[config.mk]
export PLATFORM = sky130hd
export DESIGN_NAME = apr_adder
export DESIGN_NICKNAME = d
export VERILOG_FILES = /design/src/rtl/apr_pkg.sv /design/src/rtl/apr_cell_even.sv /design/src/rtl/apr_cell_odd.sv /design/src/rtl/apr_ripple_chain.sv /design/src/rtl/apr_adder.sv
export SDC_FILE = /design/constraint.sdc
export NUM_CORES = 1
export LEC_CHECK = 0
export CAP_MARGIN = 40
export CELL_PAD_IN_SITES_DETAIL_PLACEMENT = 1
export CELL_PAD_IN_SITES_GLOBAL_PLACEMENT = 2
export CORE_MARGIN = 3
export CORE_UTILIZATION = 19
export DETAILED_ROUTE_END_ITERATION = 7
export PLACE_DENSITY = 0.95
export SETUP_SLACK_MARGIN = 0.4
export SLEW_MARGIN = 10
export SYNTH_ARGS = -nofsm -noshare
export SYNTH_HDL_FRONTEND = slang
export SYNTH_HIERARCHICAL = 1
export SYNTH_SLANG_ARGS = --single-unit
[constraint.sdc]
create_clock -name vclk -period 26.7
set_input_delay 5.34 -clock vclk [all_inputs]
set_output_delay 5.34 -clock vclk [all_outputs]
set_load 0.005 [all_outputs]
[src/rtl/apr_pkg.sv]
package apr_pkg;

    typedef struct packed {
        logic sum;
        logic carry;
    } fa_res_t;

    function automatic logic minority3(input logic x, input logic y, input logic z);
        return ~((x & y) | (x & z) | (y & z));
    endfunction

    function automatic logic sum_from_ncarry(input logic x, input logic y,
                                             input logic z, input logic ncarry);
        return (x & y & z) | ((x | y | z) & ncarry);
    endfunction

    function automatic bit is_odd_pos(input int idx);
        return (idx % 2) == 1;
    endfunction

endpackage

[src/rtl/apr_cell_even.sv]
module apr_cell_even
    import apr_pkg::*;
(
    input  logic    a,
    input  logic    b,
    input  logic    ci,
    output fa_res_t res
);
    logic ncarry;

    always_comb begin
        ncarry    = minority3(a, b, ci);
        res.carry = ncarry;
        res.sum   = sum_from_ncarry(a, b, ci, ncarry);
    end
endmodule

[src/rtl/apr_cell_odd.sv]
module apr_cell_odd
    import apr_pkg::*;
(
    input  logic    a_n,
    input  logic    b_n,
    input  logic    ci_n,
    output fa_res_t res
);
    logic carry_true;

    always_comb begin
        carry_true = minority3(a_n, b_n, ci_n);
        res.carry  = carry_true;
        res.sum    = sum_from_ncarry(a_n, b_n, ci_n, carry_true);
    end
endmodule

[src/rtl/apr_ripple_chain.sv]
module apr_ripple_chain
    import apr_pkg::*;
#(
    parameter int WIDTH = 16
) (
    input  logic [WIDTH-1:0] a,
    input  logic [WIDTH-1:0] b,
    input  logic             cin,
    output logic [WIDTH-1:0] sum,
    output logic             carry_last
);
    logic [WIDTH:0] link;
    fa_res_t        res [WIDTH];

    assign link[0] = cin;

    for (genvar i = 0; i < WIDTH; i++) begin : g_bit
        if (is_odd_pos(i)) begin : g_odd
            logic a_n, b_n;
            assign a_n = ~a[i];
            assign b_n = ~b[i];
            apr_cell_odd u_cell (
                .a_n  (a_n),
                .b_n  (b_n),
                .ci_n (link[i]),
                .res  (res[i])
            );
            assign sum[i] = ~res[i].sum;
        end else begin : g_even
            apr_cell_even u_cell (
                .a   (a[i]),
                .b   (b[i]),
                .ci  (link[i]),
                .res (res[i])
            );
            assign sum[i] = res[i].sum;
        end
        assign link[i+1] = res[i].carry;
    end

    assign carry_last = link[WIDTH];
endmodule

[src/rtl/apr_adder.sv]
module apr_adder
    import apr_pkg::*;
#(
    parameter int WIDTH = 16
) (
    input  logic [WIDTH-1:0] a_i,
    input  logic [WIDTH-1:0] b_i,
    input  logic             cin_i,
    output logic [WIDTH-1:0] sum_o,
    output logic             cout_o
);
    localparam bit LAST_INVERTED = !is_odd_pos(WIDTH - 1);

    logic chain_carry;

    apr_ripple_chain #(.WIDTH(WIDTH)) u_chain (
        .a          (a_i),
        .b          (b_i),
        .cin        (cin_i),
        .sum        (sum_o),
        .carry_last (chain_carry)
    );

    if (LAST_INVERTED) begin : g_fix_polarity
        assign cout_o = ~chain_carry;
    end else begin : g_pass_polarity
        assign cout_o = chain_carry;
    end
endmodule

==> results of run 1 <==
==> Yosys cell counts (all sizes together) <==
library cell,number,area [um^2]
buf,16,120
inv,88,330
fa,16,320
==> kinds of logic after synthesis <==
family / synth area share [%]
fa+ha+maj: 41.6
buf+inv: 58.4
==> worst max-delay path, delay by kind of cell <==
family	cells	cell delay, ns
fa+ha+maj	16	4.38
buf+inv	20	2.01
==> metal layers <==
metal	track usage, %	vias up	wire [um]
met3	2.32	0	214
li1	-	324	-
met2	12.2	36	742
met4	0	0	0
met1	6.25	288	493
met5	0	-	0
==> where the power goes <==
group / internal, uW / leakage (uW) / total [uW] / switching (uW)
logic: 16.3 / 0.000781 / 25.6 / 9.36
clock network: 0 / 0 / 0 / 0
registers: 0 / 0 / 0 / 0
total: 16.3 / 0.000781 / 25.6 / 9.36
==> layout make-up <==
type | instances | share of cell area (%)
well taps | 48 | 4.96
inverters | 88 | 27.3
multi-input cells | 16 | 26.4
repair buffers | 50 | 41.3
==> worst paths after layout <==
path | start | slack, ns | cells after the start | end
max | a_i[0] | 9.66 | 36 | sum_o[15]
min | b_i[4] | 11.77 | 5 | sum_o[4]
==> through the flow <==
stage | worst slack (ns) | utilization, % | cell area, um^2
global placement | 9.67 | 32.1 | 1210
floorplan | 9.35 | - | 771
finish | 9.66 | 32.1 | 1210
detailed placement | 9.58 | 32.1 | 1210
global route | 9.17 | 32.1 | 1210
CTS | 9.56 | 32.1 | 1210
==> flow_summary.toml, run 1 <==
[global_route]
grt_max_degree = 2
grt_pass1_vias = 622
antenna_found_initial = 0
grt_pass1_wl_um = 2480
gr-total-overflow = 0
grt_usage_pct = 6.07

[critical_path]
critPathMaxStageDelay_ns = 0.46
cp-end-kind = "output pin"
crit_top_cell = "inv_1"
crit_fanout = 1
crit_slowest_cell = "clkdlybuf4s50_1"
crit_type = "input pin to output pin"
critPathArrivalTime_ns = 11.70
start_kind = "input pin"
worstPathRequired_ns = 21.36

[clock_tree]
cts_hold_buffers = 0
cts_setup_buffers = 0
cts_resized = 0

[hold_path]
holdCritPathClass = "input pin to output pin"

[placed_design]
gp_congestion = 0.677
port_buffers = 50
place_inst = 202
dpl.hpwl_um = 1460

[final_layout]
seqCellArea_um2 = 0
multi_input_area_um2 = 320
diodes = 0
n_fill_cell = 472
area_delta_synth_final_pct = 57.1
finalNonFillerCells = 202
final_common_cell = "inv_1"
seq_cells = 0
nets = 205
nClkBuffers = 0
final_cell_mix = "inv_1, clkdlybuf4s50_1, fa_1"
final_layout_size_suffix_gt1_share_pct = 0

[die]
rows = 22
pin_count = 50
initial_core_util_pct = 20.4
die_w_um = 69.7
die_area_um2 = 4860
core_area_um2 = 3770
die_y_um = 69.7

[sta]
setup_violations = 0
fin_tns_setup_ns = 0
period_minus_slack_ns = 17.04
worstMarginPinSlew_ns = 0.0930
slew-limit-headroom_pct = 93.8
grt_setup_unrepaired = "false"
period_share_pct = 63.8
hold_slack_ns = 11.77
slew_viol_final = 0
hold_viol = 0
max_freq_mhz = 58.7

[synth]
syn_area_per_cell_um2 = 6.42
syn_area_um2 = 771
synth_cells = 120
synth_fp_nets = 169
synth.distinct_cells = 3
seq_area_frac_synth_pct = 0
yosysWarnings = 6

[routing]
drt_pass1_iterations = 2
drtIter0Drc = 3
totalWireLength_um = 1450
dr_total_vias = 648
wl_per_cell_um = 7.17
drc = 0
drtAntennaViolNets = 0
routed_via_density = 3.21

[status]
status = "finished clean"

[power]
power_uw = 25.6
p_leak_uw = 0.000781
p_per_area_nw_per_um2 = 21.2
ir_drop_v = 0.00000676

[flow_run]
cap_violations = 0
(Power assumes the default switching activity.)
==> inputs of run 2 (changes only) <==
Settings changed: CORE_UTILIZATION 19 to 18, PLACE_DENSITY 0.95 to 0.92.
Clock period 26.7 ns to 16.1 ns, I/O delays scaled along.
==> run 2 against run 1 <==
Effect of this change: sequential share of layout area stayed put; first-iteration DRC count unchanged; via count rose by 0.62%; die area up 5.1%; count of clock-buffer cells in the layout unchanged; wire length decreased by 7.6%; highest routed layer unchanged.
==> flow_summary.toml, run 2 (synthesized netlist as in run 1, its figures left out) <==
[routing]
drtIter0Drc = 3
drtAntennaViolNets = 0
drc = 0
totalWireLength_um = 1340
drt_pass1_iterations = 2
wl_per_cell_um = 6.56
routed_via_density = 3.20
dr_total_vias = 652

[die]
rows = 23
die_y_um = 71.4
pin_count = 50
core_area_um2 = 4060
die_w_um = 71.4
initial_core_util_pct = 19.0
die_area_um2 = 5100

[power]
ir_drop_v = 0.00000967
p_per_area_nw_per_um2 = 34.8
p_leak_uw = 0.000781

[final_layout]
area_delta_synth_final_pct = 57.5
diodes = 0
finalNonFillerCells = 204
final_cell_mix = "inv_1, clkdlybuf4s50_1, fa_1"
n_fill_cell = 504
final_area_um2 = 1210
final_layout_size_suffix_gt1_share_pct = 0
seqCellArea_um2 = 0
nClkBuffers = 0
final_common_cell = "inv_1"
nets = 205
multi_input_area_um2 = 320
seq_cells = 0

[critical_path]
critPathArrivalTime_ns = 9.54
cp-end-kind = "output pin"
critPathMaxStageDelay_ns = 0.45
crit_fanout = 1
worstPathRequired_ns = 12.88
crit_slowest_cell = "clkdlybuf4s50_1"
crit_top_cell = "inv_1"
cp-startpoint = "a_i[0]"
start_kind = "input pin"
crit_type = "input pin to output pin"

[global_route]
grt_pass1_vias = 680
grt_pass1_wl_um = 2380
grt_usage_pct = 5.49
antenna_found_initial = 0
gr-total-overflow = 0
grt_max_degree = 2

[status]
status = "finished clean"

[sta]
period_minus_slack_ns = 12.76
period_share_pct = 79.3
worstMarginPinSlew_ns = 0.105
setup_slack_ns = 3.34
hold_viol = 0
setup_violations = 0
fin_tns_setup_ns = 0
slew_viol_final = 0
max_freq_mhz = 78.4
slew-limit-headroom_pct = 92.9
grt_setup_unrepaired = "false"

[clock_tree]
cts_setup_buffers = 0
cts_hold_buffers = 0
cts_resized = 0

[hold_path]
min_to = "sum_o[0]"
min_path_cells = 5
hp-start = "cin_i"
holdCritPathClass = "input pin to output pin"

[placed_design]
port_buffers = 50
placed_area_um2 = 1210
dp_slack_ns = 3.25
dpl.hpwl_um = 1370
place_inst = 204
gp_congestion = 0.622

[flow_run]
cap_violations = 0
-- run 2: routing by layer --
metal	vias up	routed length (um)	track usage (%)	share of wire, %
met3	0	207	1.26	15
met5	-	0	0	0
met4	0	0	0	0
met1	292	444	5.62	33
met2	36	687	11.6	51
li1	324	-	-	-
-- run 2: how the worst max path moves through the flow --
| stage | endpoint | slack, ns |
|---|---|---|
| 6_report | sum_o[15] | 3.34 |
| 5_1_grt | sum_o[15] | 2.81 |
| 4_1_cts | sum_o[15] | 3.24 |
| 3_5_place_dp | sum_o[15] | 3.25 |
| 3_3_place_gp | sum_o[15] | 3.32 |
| 2_1_floorplan | sum_o[15] | 2.99 |
-- run 2: area by class of cell --
type,count,area share (%)
Multi-Input combinational cell,16,26.4
Timing Repair Buffer,50,41.2
Tap cell,50,5.15
Inverter,88,27.2
-- run 2: stage by stage --
| stage | total power [uW] | hold WS, ns | util [%] |
|---|---|---|---|
| 2_1_floorplan | 21.5 | 6.67 | - |
| 3_3_place_gp | 42.4 | 7.50 | 29.9 |
| 3_5_place_dp | 43.6 | 7.52 | 29.9 |
| 4_1_cts | 43.8 | 7.53 | 29.9 |
| 5_1_grt | 49.2 | 7.58 | 29.9 |
| 6_report | 42.2 | 7.51 | 29.9 |
-- run 2: worst max-delay path, delay by kind of cell --
| family | cells | cell delay, ns |
|---|---|---|
| adders and majority gates | 16 | 4.37 |
| buffers and inverters | 20 | 1.94 |
-- run 2: power breakdown --
part	switching [uW]	internal [uW]
Clock	0	0
Sequential	0	0
Combinational	15.3	26.9
Total	15.3	26.9
